===== config.mk =====
export PLATFORM = sky130hd
export DESIGN_NAME = rng_periph
export DESIGN_NICKNAME = d
export VERILOG_FILES = /design/src/rtl/rng_periph_pkg.sv /design/src/rtl/rng_lfsr_src.sv /design/src/rtl/rng_word_packer.sv /design/src/rtl/rng_word_fifo.sv /design/src/rtl/rng_periph.sv
export SDC_FILE = /design/constraint.sdc
export NUM_CORES = 1
export LEC_CHECK = 0
export BUFFER_PORTS_ARGS = -buffer_cell sky130_fd_sc_hd__buf_2
export CAP_MARGIN = 20
export CORE_MARGIN = 8
export CORE_UTILIZATION = 45
export CTS_BUF_LIST = sky130_fd_sc_hd__clkbuf_8
export DETAILED_ROUTE_END_ITERATION = 10
export GPL_TIMING_DRIVEN = 0
export MAX_ROUTING_LAYER = met4
export PLACE_DENSITY = 0.61
export SYNTH_ARGS = -nofsm -noshare
export SYNTH_HDL_FRONTEND = slang
export SYNTH_HIERARCHICAL = 1
export SYNTH_SLANG_ARGS = --single-unit

===== constraint.sdc =====
create_clock -name clk_i -period 13.4 [get_ports clk_i]
set_clock_uncertainty 0.2 [all_clocks]
set_input_delay 1.34 -clock clk_i [delete_from_list [all_inputs] [get_ports clk_i]]
set_output_delay 1.34 -clock clk_i [all_outputs]
set_load 0.1 [all_outputs]

===== src/rtl/rng_periph_pkg.sv =====
package rng_periph_pkg;
  localparam logic [7:0] OFS_CTRL = 8'h00;
  localparam logic [7:0] OFS_STAT = 8'h04;
  localparam logic [7:0] OFS_DATA = 8'h08;
  localparam logic [7:0] OFS_MASK = 8'h10;

  typedef enum logic [2:0] {
    REG_CTRL,
    REG_STAT,
    REG_DATA,
    REG_MASK,
    REG_NONE
  } reg_sel_e;
endpackage


===== src/rtl/rng_lfsr_src.sv =====
module rng_lfsr_src #(
  parameter int unsigned W = 32,
  parameter logic [W-1:0] SEED = 32'hACE1_2468,
  parameter logic [W-1:0] TAPS = 32'h8020_0003
) (
  input  logic clk_i,
  input  logic rst_ni,
  input  logic step_i,
  output logic bit_o
);
  logic [W-1:0] state_q;

  always_ff @(posedge clk_i or negedge rst_ni) begin
    if (!rst_ni) state_q <= SEED;
    else if (step_i) state_q <= {state_q[W-2:0], ^(state_q & TAPS)};
  end

  assign bit_o = state_q[W-1];


  lfsr_nonzero_chk: assert property (@(posedge clk_i) disable iff (!rst_ni)
    state_q != '0);
endmodule


===== src/rtl/rng_word_packer.sv =====
module rng_word_packer #(
  parameter int unsigned W      = 32,
  parameter int unsigned WARM_W = 24,
  localparam int unsigned BC_W  = $clog2(W)
) (
  input  logic              clk_i,
  input  logic              rst_ni,
  input  logic              step_i,
  input  logic              bit_i,
  input  logic              load_i,
  input  logic [WARM_W-1:0] load_val_i,
  output logic              warm_done_o,
  output logic              push_o,
  output logic [W-1:0]      word_o
);
  logic [WARM_W-1:0] warm_q;
  logic [BC_W-1:0]   bcnt_q;
  logic [W-1:0]      shreg_q;
  logic              last_bit;

  assign warm_done_o = (warm_q == '0);
  assign last_bit    = (bcnt_q == BC_W'(W-1));
  assign word_o      = {shreg_q[W-2:0], bit_i};
  assign push_o      = step_i && warm_done_o && last_bit;

  always_ff @(posedge clk_i or negedge rst_ni) begin
    if (!rst_ni) begin
      warm_q  <= '0;
      bcnt_q  <= '0;
      shreg_q <= '0;
    end else if (load_i) begin
      warm_q  <= load_val_i;
      bcnt_q  <= '0;
      shreg_q <= '0;
    end else if (step_i) begin
      if (!warm_done_o) begin
        warm_q <= warm_q - 1'b1;
      end else begin
        shreg_q <= word_o;
        bcnt_q  <= last_bit ? '0 : bcnt_q + 1'b1;
      end
    end
  end


  warm_no_push_chk: assert property (@(posedge clk_i) disable iff (!rst_ni)
    (warm_q != '0) |-> !push_o);

  warm_step_chk: assert property (@(posedge clk_i) disable iff (!rst_ni)
    (step_i && !load_i && warm_q != '0) |=> (warm_q == $past(warm_q) - 1'b1));
endmodule


===== src/rtl/rng_word_fifo.sv =====
module rng_word_fifo #(
  parameter int unsigned W     = 32,
  parameter int unsigned DEPTH = 16,
  localparam int unsigned PTR_W = (DEPTH > 1) ? $clog2(DEPTH) : 1,
  localparam int unsigned CNT_W = $clog2(DEPTH + 1)
) (
  input  logic             clk_i,
  input  logic             rst_ni,
  input  logic             push_i,
  input  logic [W-1:0]     data_i,
  input  logic             pop_i,
  output logic [W-1:0]     data_o,
  output logic [CNT_W-1:0] count_o,
  output logic             full_o,
  output logic             empty_o
);
  logic [W-1:0]     mem_q [DEPTH];
  logic [PTR_W-1:0] wr_q, rd_q;
  logic [CNT_W-1:0] cnt_q;

  assign full_o  = (cnt_q == CNT_W'(DEPTH));
  assign empty_o = (cnt_q == '0);
  assign count_o = cnt_q;
  assign data_o  = mem_q[rd_q];

  always_ff @(posedge clk_i or negedge rst_ni) begin
    if (!rst_ni) begin
      wr_q  <= '0;
      rd_q  <= '0;
      cnt_q <= '0;
    end else begin
      if (push_i) wr_q <= (wr_q == PTR_W'(DEPTH-1)) ? '0 : wr_q + 1'b1;
      if (pop_i)  rd_q <= (rd_q == PTR_W'(DEPTH-1)) ? '0 : rd_q + 1'b1;
      case ({push_i, pop_i})
        2'b10:   cnt_q <= cnt_q + 1'b1;
        2'b01:   cnt_q <= cnt_q - 1'b1;
        default: cnt_q <= cnt_q;
      endcase
    end
  end

  always_ff @(posedge clk_i) begin
    if (push_i) mem_q[wr_q] <= data_i;
  end


  no_overflow_chk: assert property (@(posedge clk_i) disable iff (!rst_ni)
    !(push_i && full_o && !pop_i));

  no_underflow_chk: assert property (@(posedge clk_i) disable iff (!rst_ni)
    !(pop_i && empty_o));

  pop_count_chk: assert property (@(posedge clk_i) disable iff (!rst_ni)
    (pop_i && !push_i) |=> (cnt_q == $past(cnt_q) - 1'b1));
endmodule


===== src/rtl/rng_periph.sv =====
module rng_periph
  import rng_periph_pkg::*;
#(
  parameter int unsigned FIFO_DEPTH = 16,
  parameter int unsigned WARM_W     = 24,
  parameter logic [31:0] SEED       = 32'hACE1_2468,
  localparam int unsigned WORD_W    = 32,
  localparam int unsigned CNT_W     = $clog2(FIFO_DEPTH + 1)
) (
  input  logic        clk_i,
  input  logic        rst_ni,
  input  logic        sel_i,
  input  logic        we_i,
  input  logic [7:0]  addr_i,
  input  logic [31:0] wdata_i,
  output logic [31:0] rdata_o,
  output logic        irq_o
);
  reg_sel_e          rsel;
  logic              en_q, mask_q;
  logic              rd_acc, wr_acc;
  logic              step, src_bit, warm_done, push, pop, full, empty;
  logic [WORD_W-1:0] word, head;
  logic [CNT_W-1:0]  count;
  logic [7:0]        count8;

  always_comb begin
    unique case (addr_i)
      OFS_CTRL: rsel = REG_CTRL;
      OFS_STAT: rsel = REG_STAT;
      OFS_DATA: rsel = REG_DATA;
      OFS_MASK: rsel = REG_MASK;
      default:  rsel = REG_NONE;
    endcase
  end

  assign rd_acc = sel_i && !we_i;
  assign wr_acc = sel_i && we_i;
  assign pop    = rd_acc && (rsel == REG_DATA) && !empty;
  // stall only once warm-up is over, so discarded bits never wait on the FIFO
  assign step   = en_q && !(warm_done && full);

  always_ff @(posedge clk_i or negedge rst_ni) begin
    if (!rst_ni) begin
      en_q   <= 1'b0;
      mask_q <= 1'b0;
    end else if (wr_acc) begin
      if (rsel == REG_CTRL) en_q   <= wdata_i[0];
      if (rsel == REG_MASK) mask_q <= wdata_i[0];
    end
  end

  rng_lfsr_src #(.W(WORD_W), .SEED(SEED)) u_src (
    .clk_i (clk_i),
    .rst_ni(rst_ni),
    .step_i(step),
    .bit_o (src_bit)
  );

  rng_word_packer #(.W(WORD_W), .WARM_W(WARM_W)) u_pack (
    .clk_i      (clk_i),
    .rst_ni     (rst_ni),
    .step_i     (step),
    .bit_i      (src_bit),
    .load_i     (wr_acc && rsel == REG_STAT),
    .load_val_i (wdata_i[WARM_W-1:0]),
    .warm_done_o(warm_done),
    .push_o     (push),
    .word_o     (word)
  );

  rng_word_fifo #(.W(WORD_W), .DEPTH(FIFO_DEPTH)) u_fifo (
    .clk_i  (clk_i),
    .rst_ni (rst_ni),
    .push_i (push),
    .data_i (word),
    .pop_i  (pop),
    .data_o (head),
    .count_o(count),
    .full_o (full),
    .empty_o(empty)
  );

  assign count8 = 8'(count);

  always_comb begin
    rdata_o = '0;
    if (rd_acc) begin
      unique case (rsel)
        REG_CTRL: rdata_o = {31'b0, en_q};
        REG_STAT: rdata_o = {count8, 24'b0};
        REG_DATA: rdata_o = empty ? '0 : head;
        REG_MASK: rdata_o = {31'b0, mask_q};
        default:  rdata_o = '0;
      endcase
    end
  end

  assign irq_o = en_q && !mask_q && !empty;


  empty_read_zero_chk: assert property (@(posedge clk_i) disable iff (!rst_ni)
    (rd_acc && rsel == REG_DATA && count == '0) |-> (rdata_o == '0));

  halt_no_push_chk: assert property (@(posedge clk_i) disable iff (!rst_ni)
    !en_q |-> !push);

  mask_quiet_chk: assert property (@(posedge clk_i) disable iff (!rst_ni)
    (mask_q || count == '0) |-> !irq_o);
endmodule


# Word-level counts from Yosys, hierarchy flattened
# Memory sizes are Yosys's and may differ from the RTL's.
# Cells that the tools add are included.
# word_totals
out_inout_bits	33
mem_bits_rw	512
rom_bits	0
inputBits	44
memories	1
latchBits	0
elab_cells	75
ff_bits	107
# memory_table
memory	words	width	read_ports	rd_ports_with_merged_regs	wr	line_no	source
u_fifo.mem_q	16	32	1	0	1	rng_word_fifo.sv:17	logic [W-1:0] mem_q [DEPTH];
# op_classes
n_mul	0
div_mod_pow	0
bitwise_logic	0
add_sub_neg	6
shifts	0
magnitude_cmp	0
n_eq_ne	13
mux	19
n_reduce_logical	27
# op_table
op	n
case mux 32 bit (4 select lines)	1
2-to-1 mux 31 bit	3
2-to-1 mux 24 bit	3
2-to-1 mux 32 bit	2
parity 32 bit	1
zero test 24 bit	1
subtractor 24 x 1 -> 24 bit (second input constant)	1
2-to-1 mux 5 bit	4
case mux 3 bit (4 select lines)	1
logical AND 1 bit	11
adder 5 x 1 -> 5 bit (second input constant)	2
equality test 5 bit (second input constant)	2
case mux 5 bit (2 select lines)	1
adder 4 x 1 -> 4 bit (second input constant)	2
equality test 4 bit (second input constant)	2
equality test 8 x 3 -> 1 bit (second input constant)	1
equality test 8 x 4 -> 1 bit (second input constant)	1
equality test 8 x 5 -> 1 bit (second input constant)	1
zero test 8 bit	1
2-to-1 mux 4 bit	2
AND reduction 2 bit	4
equality test 3 x 2 -> 1 bit (second input constant)	2
nonzero test 2 bit	3
zero test 5 bit	1
other kinds (8)	12

# Depth between registers and ports, before layout
# Gate-level depths: netlist (run 1).
# depth
ltp_word	8
mapped_depth	19
mapped_depth_nobuf	16

# Modules after synthesis
# The synthesis (run 1) kept the hierarchy.
# by_module_without_submodules
module	cells_per_inst	area_each_um2	seq_area_each_um2	n_inst
rng_word_fifo	890	20029.2	15700.1	1
rng_word_packer	333	3006.6	1501.4	1
rng_lfsr_src	73	1362.6	817.0	1
rng_periph	63	478.0	50.0	1

# Least setup slack after synthesis (run 1)
# No wires, ideal clock.
# synth_path
path_type	register to register
start	reg u_pack.warm_q[0]
end	mem u_fifo.mem_q[3][0] (enable)
period_less_slack_ps	5204
slack_ps	8196
t_required_ps	12739
setup_ps	461
arrival_ps	4543
stages_incl_launch_ff	14
n_path_buf	3
path_cell_list	dfrtp_1 -> inv_1 -> ha_1 -> nor4b_4 -> nand3_1 -> buf_2 -> nor2_1 -> a21boi_0 -> clkbuf_1 -> nand2_1 -> nor4_1 -> clkbuf_1 -> nand2_1 -> nor3_1
# synth_via
elab_chain_len	8
# synth_rtl
item	line_no	source
from (decl)	rng_word_packer.sv:16	logic [WARM_W-1:0] warm_q;
from (signal assigned)	rng_word_packer.sv:32	warm_q <= load_val_i;
from (signal assigned)	rng_word_packer.sv:37	warm_q <= warm_q - 1'b1;
zero test 24 bit	rng_word_packer.sv:21	assign warm_done_o = (warm_q == '0);
named net warm_done	rng_periph.sv:22	logic step, src_bit, warm_done, push, pop, full, empty;
logical AND 1 bit	rng_periph.sv:41	assign step = en_q && !(warm_done && full);
zero test 1 bit	rng_periph.sv:41	
logical AND 1 bit	rng_periph.sv:41	
named net step	rng_periph.sv:22	
logical AND 1 bit (2 in series)	rng_word_packer.sv:24	assign push_o = step_i && warm_done_o && last_bit;
named net push	rng_periph.sv:22	
2-to-1 mux 1 bit	rng_word_fifo.sv:43	if (push_i) mem_q[wr_q] <= data_i;
2-to-1 mux 1 bit (not written as such)	rng_word_fifo.sv:43	
to (decl)	rng_word_fifo.sv:17	
# The timed path passes the listed nets, and every way through them passes these cells.

# Final worst setup path (run 1)
# layout_path
start	reg u_fifo.rd_q[2]
end	out rdata_o[0]
# layout_via
elab_chain_len	4
# layout_rtl
item	line_no	source
from (decl)	rng_word_fifo.sv:18	logic [PTR_W-1:0] wr_q, rd_q;
from (signal assigned)	rng_word_fifo.sv:33	if (pop_i) rd_q <= (rd_q == PTR_W'(DEPTH-1)) ? '0 : rd_q + 1'b1;
memory (16 x 32 bit)	--	
named net head[0]	rng_periph.sv:23	logic [WORD_W-1:0] word, head;
2-to-1 mux 32 bit	rng_periph.sv:92	REG_DATA: rdata_o = empty ? '0 : head;
case mux 32 bit (4 select lines)	rng_periph.sv:89	unique case (rsel)
2-to-1 mux 32 bit	rng_periph.sv:88	if (rd_acc) begin
to (decl)	rng_periph.sv:16	output logic [31:0] rdata_o,
# The timed path passes the listed nets, and every way through them passes these cells.

==> results of run 1 <==
[registers in the layout, indices dropped and copies added (netlist names)]
register	flops
u_pack/bcnt_q	5
u_fifo/wr_q	4
u_fifo/rd_q	4
u_pack/shreg_q	31
u_fifo/mem_q	512
u_fifo/count_o	5
mask_q	1
u_src/state_q	32
en_q	1
u_pack/warm_q	24
[per-stage QoR]
step	area [um2]	hold WS, ns	util [%]	setup WS (ns)	instances
after global routing	28700	0.279	52.2	8.14	2350
after CTS	28700	0.270	52.2	8.26	2350
after detailed placement	26700	0.261	48.6	8.52	2157
final	28700	0.272	52.2	8.33	2350
after floorplan	24900	0.242	-	8.20	1359
after global placement	26100	0.255	47.6	4.82	2131
[routing by layer]
metal	global-route usage [%]	up-vias	part of all wire, %
li1	-	5831	-
met4	5.40	0	2.2
met1	23.9	6891	43
met5	-	-	0
met3	3.79	90	5.8
met2	30.0	409	49
[synthesized netlist by cell type (3+ instances only)]
master	n
nand2_1	129
a22oi_1	69
mux2_4	29
buf_4	4
nor4_1	7
inv_1	15
a21oi_1	46
and2_1	28
xnor2_1	13
nor2b_1	3
xor2_1	9
mux4_2	128
buf_6	12
edfxtp_1	512
dfstp_2	13
nand4_1	6
a31oi_1	4
ha_1	13
mux2_2	10
buf_2	13
dfrtp_1	94
o21ai_1	13
buf_8	3
clkbuf_1	44
o21ai_0	13
o211ai_1	7
or4_1	6
nand3_1	12
nor3_1	12
nor2_1	35
and3_1	3
nor3b_1	5
mux2i_1	4
nand2b_1	8
and4_1	3
[cell type report]
| class | instances | area, um2 | share of cell area [%] |
|---|---|---|---|
| plain buffers | 77 | 444 | 1.55 |
| clock buffers | 119 | 1640 | 5.72 |
| clock inverters | 74 | 350 | 1.22 |
| inverters | 15 | 56.3 | 0.196 |
| multi-input cells | 648 | 6420 | 22.4 |
| flip-flops and latches | 619 | 18100 | 63.1 |
| well taps | 704 | 881 | 3.07 |
| repair buffers | 94 | 796 | 2.78 |
[cells by family (layout without fill, tap and decap cells)]
logic type	Yosys count	count (layout)	share of synthesized area [%]
flip-flops	619	619	72.6
AND/OR/NAND/NOR	275	275	5.59
AO/OA/AOI/OAI	167	167	4.38
adder cells (fa/ha/maj)	13	13	0.654
buffers and inverters	92	379	2.01
multiplexers	171	171	14.0
XOR/XNOR	22	22	0.775
[power breakdown]
| part | switching (W) | total [W] | internal (W) |
|---|---|---|---|
| Sequential | 0.0000300 | 0.00212 | 0.00209 |
| Clock | 0.000735 | 0.00156 | 0.000829 |
| Combinational | 0.0000619 | 0.000120 | 0.0000582 |
[how the worst max path moves through the flow]
stage	from	to	slack, ns	depth (start not counted)
after detailed placement	u_pack/warm_q[0]$_DFFE_PN0P_	u_fifo/mem_q[3][2]$_DFFE_PP_	8.52	16
final	u_fifo/rd_q[2]$_DFFE_PN0P_	rdata_o[0]	8.33	8
after global placement	u_pack/warm_q[4]$_DFFE_PN0P_	u_fifo/mem_q[0][2]$_DFFE_PP_	4.82	11
after CTS	u_fifo/rd_q[2]$_DFFE_PN0P_	rdata_o[0]	8.26	8
after global routing	u_fifo/rd_q[2]$_DFFE_PN0P_	rdata_o[0]	8.14	8
after floorplan	u_pack/warm_q[0]$_DFFE_PN0P_	u_fifo/mem_q[3][0]$_DFFE_PP_	8.20	13
==> impl_metrics.py, run 1 <==
metrics = {
    "detailed_routing": {
        "drc": 0,
        "vias_per_cell": 5.63,
        "drtIter0Drc": 1104,
        "wl_um": 56600,
        "vias": 13200,
        "wl_per_cell_um": 24.1,
        "ant_nets": 0,
        "drt_pre_antenna_iters": 7,
    },
    "clock_tree": {
        "tritoncts": "yes",
        "root_buffer": "clkbuf_8",
        "cts_setup_buffers": 0,
        "clk_pin_slew_ns": 0.05,
        "clock-sinks": 619,
        "insertion_delay_ns": 0.68,
        "htree_num_levels": 3,
        "ctsResizeCount": 0,
        "cts_hold_buf": 0,
        "cts_buffers": 102,
        "clk_path_buf_depth": 3,
    },
    "hold_path": {
        "hold_path_depth": 1,
        "min_from": "u_src/state_q[0]$_DFFE_PN0P_",
        "min_to": "u_src/state_q[0]$_DFFE_PN0P_",
        "hold_path.class": "reg2reg",
    },
    "floorplan": {
        "start_util_pct": 45.3,
        "core_um2": 54900,
        "fp.dieW_um": 251,
        "num_io_pins": 77,
        "die_h_um": 251,
        "core.rowCount": 86,
        "die_area_um2": 63100,
    },
    "placement": {
        "port_buffers": 68,
        "gp_congestion": 0.817,
        "hpwlAfterDp_um": 35600,
    },
    "global_routing": {
        "grt_max_degree": 79,
        "grt_pass1_wl_um": 85700,
        "grt_use_total_pct": 18.6,
        "grt_pass1_vias": 14000,
        "antenna_found_initial": 0,
        "overflow": 0,
    },
    "yosys": {
        "ys_seq_area_share_pct": 72.6,
        "synth_edf_count": 512,
        "synth_top_area_cell": "edfxtp_1",
        "netlist_area_um2": 24900,
        "synth_top_area_share_pct": 61.8,
        "ys_ff_latch": 619,
        "synth_ff_type": "edfxtp_1",
        "yosys-top-cells-area": "edfxtp_1 62%, mux4_2 12%, dfrtp_1 9.5%, a22oi_1 2.1%, nand2_1 1.9%",
        "synth_warnings": 6,
        "synth_cells": 1359,
        "synth.avg_cell_area_um2": 18.3,
        "synthDistinctLibCells": 60,
        "async_flop_share_pct": 17.3,
        "synth_nets": 1416,
    },
    "layout": {
        "diodes": 0,
        "layout_common_cells": "512 x edfxtp_1, 129 x nand2_1, 128 x mux4_2",
        "nets": 1614,
        "nFillCells": 4421,
        "drive_gt1_share_pct": 28.4,
        "layout.cells.most_common": "edfxtp_1",
        "area_growth_pct": 15.2,
    },
    "timing": {
        "post-route-period-util_pct": 37.9,
        "slew_headroom_pct": 34.8,
        "fmax_mhz": 197,
        "setup_viol": 0,
        "drv_slew": 0,
        "worst_pin_slew_ns": 0.978,
        "tns_ns": 0,
        "hold_viol": 0,
        "min_period_ns": 5.07,
        "rsz0062_at_grt": "no",
    },
    "setup_path": {
        "crit_fanout": 10,
        "r2r_end": "u_fifo/mem_q[3][5]$_DFFE_PP_",
        "regToRegSetupSlack_ns": 8.53,
        "rr_startpoint": "u_pack/warm_q[0]$_DFFE_PN0P_",
        "cp.arrival_ns": 3.53,
        "cp-end-kind": "output port",
        "r2r_cells": 16,
        "critical_path.n_buffers_inverters": 2,
        "cpLargestDelayFamily": "buffers and inverters",
        "worstPathRequired_ns": 11.86,
        "crit_path_start_kind": "register",
        "crit_type": "reg2out",
        "slowest_delay_ns": 0.69,
        "crit_chain": "nor2_1 -> clkbuf_1 -> a22oi_1 -> nand2_1 -> nand4bb_1 -> o21ai_0 -> and4_1 -> buf_2",
        "slowest_stage": "clkbuf_1",
    },
    "power": {
        "powerDensity_nw_per_um2": 133,
        "fin_total_pwr_w": 0.00381,
        "leakagePower_nw": 9.88,
        "peakVddDrop_mv": 0.0630,
    },
    "run_status": {
        "outcome": "finished clean",
    },
    "run": {
        "maxCapViolCount": 0,
    },
}
Power figures use the tool's default switching activity.
==> run 2, diff against run 1 <==
- PLACE_DENSITY: 0.61 -> 0.63
- clock period: 13.4 -> 4.34 ns (I/O delays scaled with it)
==> run 2 against run 1 <==
Routed wire length rose by 2.5%. Sequential power increased to 3.1 times the previous value. Critical path depth grew 1. Worst hold slack worse by 0.15 ns. Register-to-register slack worse by 8.2 ns. Highest routed layer unchanged. Design area up 2.0%. Flip-flop and latch count unchanged. Worst setup slack worse by 8.1 ns.
==> impl_metrics.py, run 2 (synthesized netlist as in run 1, its figures left out) <==
metrics = {
    "run_status": {
        "outcome": "finished clean",
    },
    "global_routing": {
        "antenna_found_initial": 2,
        "overflow": 0,
        "grt_pass1_wl_um": 88000,
        "grt_use_total_pct": 19.2,
        "grt_max_degree": 86,
        "grt_pass1_vias": 14200,
    },
    "setup_path": {
        "slowest_delay_ns": 0.62,
        "cp.arrival_ns": 3.51,
        "regToRegSetupSlack_ns": 0.31,
        "rr_startpoint": "u_pack/warm_q[0]$_DFFE_PN0P_",
        "cpMostUsedCell": "clkbuf_1",
        "cp-end-kind": "output port",
        "slowest_stage": "clkbuf_1",
        "crit_type": "reg2out",
        "crit_fanout": 10,
        "r2r_cells": 14,
        "r2r_end": "u_fifo/mem_q[14][26]$_DFFE_PP_",
        "crit_chain": "nor2b_1 -> clkbuf_1 -> clkbuf_1 -> a22oi_1 -> nand2_1 -> nand4bb_1 -> o21ai_0 -> and4_1 -> buf_2",
        "worstPathRequired_ns": 3.71,
        "crit_path_start_kind": "register",
    },
    "timing": {
        "min_period_ns": 4.15,
        "fmax_mhz": 241,
        "worst_pin_slew_ns": 1.05,
        "post-route-period-util_pct": 95.6,
        "fin_ws_ns": 0.192,
        "setup_viol": 0,
        "hold_viol": 0,
        "drv_slew": 0,
        "tns_ns": 0,
        "slew_headroom_pct": 29.9,
    },
    "layout": {
        "area_growth_pct": 17.5,
        "top_register": "u_fifo/mem_q",
        "nFillCells": 4380,
        "drive_gt1_share_pct": 29.1,
        "layout.cells.most_common": "edfxtp_1",
        "reg_top3": "u_fifo/mem_q x512, u_src/state_q x32, u_pack/shreg_q x31",
        "nets": 1658,
        "layout_common_cells": "512 x edfxtp_1, 128 x mux4_2, 127 x nand2_1",
        "stdcell_area_um2": 29200,
        "largest_reg_flops": 512,
        "layoutNonFillerInstCount": 2390,
    },
    "clock_tree": {
        "clk_pin_slew_ns": 0.06,
        "clock-sinks": 619,
        "root_buffer": "clkbuf_8",
        "htree_num_levels": 3,
        "cts_buffers": 98,
        "clk_path_buf_depth": 3,
        "insertion_delay_ns": 0.68,
        "tritoncts": "yes",
    },
    "floorplan": {
        "num_io_pins": 77,
        "core_um2": 54900,
        "core.rowCount": 86,
        "die_area_um2": 63100,
        "die_h_um": 251,
        "fp.dieW_um": 251,
        "start_util_pct": 45.3,
    },
    "detailed_routing": {
        "wl_per_cell_um": 24.3,
        "wl_um": 58000,
        "drc": 0,
        "drt_pre_antenna_iters": 5,
        "vias_per_cell": 5.65,
        "vias": 13500,
        "drtIter0Drc": 1121,
        "ant_nets": 0,
    },
    "placement": {
        "port_buffers": 68,
        "dpl_cell_area_um2": 26700,
        "place_ws_ns": -0.523,
        "place_inst": 2151,
        "gp_congestion": 0.844,
        "hpwlAfterDp_um": 35300,
    },
    "power": {
        "peakVddDrop_mv": 0.240,
        "leakagePower_nw": 10.1,
        "fin_total_pwr_w": 0.0117,
        "powerDensity_nw_per_um2": 401,
    },
    "run": {
        "maxCapViolCount": 0,
    },
    "hold_path": {
        "hold_path.class": "in2async",
    },
}
-- run 2: cell types whose count changed in the layout (fill, tap and decap cells not counted), sizes merged, moves of 2 or more --
cell	before	now
buf	127	142
clkbuf	163	158
clkinv	25	27
clkinvlp	4	2
dlygate4sd3	0	30
inv	59	54
nor2	35	38
-- run 2: worst max path at each step --
stage / startpoint / end / slack [ns] / cells past startpoint
4_1_cts: u_pack/warm_q[0]$_DFFE_PN0P_ / u_fifo/mem_q[14][26]$_DFFE_PP_ / 0.0009 / 14
3_3_place_gp: u_pack/warm_q[4]$_DFFE_PN0P_ / u_fifo/mem_q[8][4]$_DFFE_PP_ / -2.44 / 11
6_report: u_fifo/rd_q[2]$_DFFE_PN0P_ / rdata_o[0] / 0.19 / 9
5_1_grt: u_pack/warm_q[0]$_DFFE_PN0P_ / u_fifo/count_o[4]$_DFFE_PN0P_ / -0.009 / 18
2_1_floorplan: u_pack/warm_q[0]$_DFFE_PN0P_ / u_fifo/mem_q[15][0]$_DFFE_PP_ / -0.009 / 13
3_5_place_dp: u_pack/warm_q[4]$_DFFE_PN0P_ / u_fifo/mem_q[3][4]$_DFFE_PP_ / -0.52 / 12
-- run 2: layout make-up --
class	count	area, um2	area share [%]
multi-input cells	651	6460	22.1
plain buffers	77	454	1.55
clock inverters	70	355	1.22
well taps	704	881	3.01
diodes	1	2.50	0.00856
clock buffers	114	1570	5.37
inverters	15	56.3	0.193
flip-flops and latches	619	18100	61.8
repair buffers	139	1380	4.72
-- run 2: layer usage --
layer  GRT usage [%]  part of all wire [%]  vias to the layer above
met5               -                     0                        -
met4            5.67                   2.6                        0
met3            4.25                   7.1                      114
met2            30.1                    48                      498
met1            25.2                    42                     6979
li1                -                     -                     5924
-- run 2: worst max-delay path: cells and delay by family, from the launching register on --
kind / cells / cell delay [ns]
buf+inv: 3 / 1.34
flops: 1 / 0.45
compound gates: 2 / 0.28
simple gates: 4 / 0.75
-- run 2: report_power, final --
part           leakage [nW]  total (W)  switching [W]  internal [W]
combinational          3.23   0.000390       0.000194      0.000196
clock                  1.13    0.00476        0.00225       0.00252
sequential             5.75    0.00655      0.0000899       0.00646
total                  10.1     0.0117        0.00253       0.00918
-- run 2: per-stage QoR --
| stage | util [%] | hold slack, ns |
|---|---|---|
| 2_1_floorplan | - | -0.0616 |
| 3_3_place_gp | 47.6 | 0.256 |
| 3_5_place_dp | 48.7 | 0.104 |
| 4_1_cts | 53.2 | 0.0441 |
| 5_1_grt | 53.3 | 0.0688 |
| 6_report | 53.3 | 0.119 |
-- run 2: what timing repair did --
| action | in CTS | in global routing |
|---|---|---|
| setup endpoints to repair | 466 | 145 |
| pin swaps | 10 | 0 |
| resized for setup | 5 | 10 |
| hold endpoints to repair | 129 | 0 |
| buffers inserted | 21 | 0 |
| cloned | 3 | 0 |
| hold buffers | 30 | 0 |
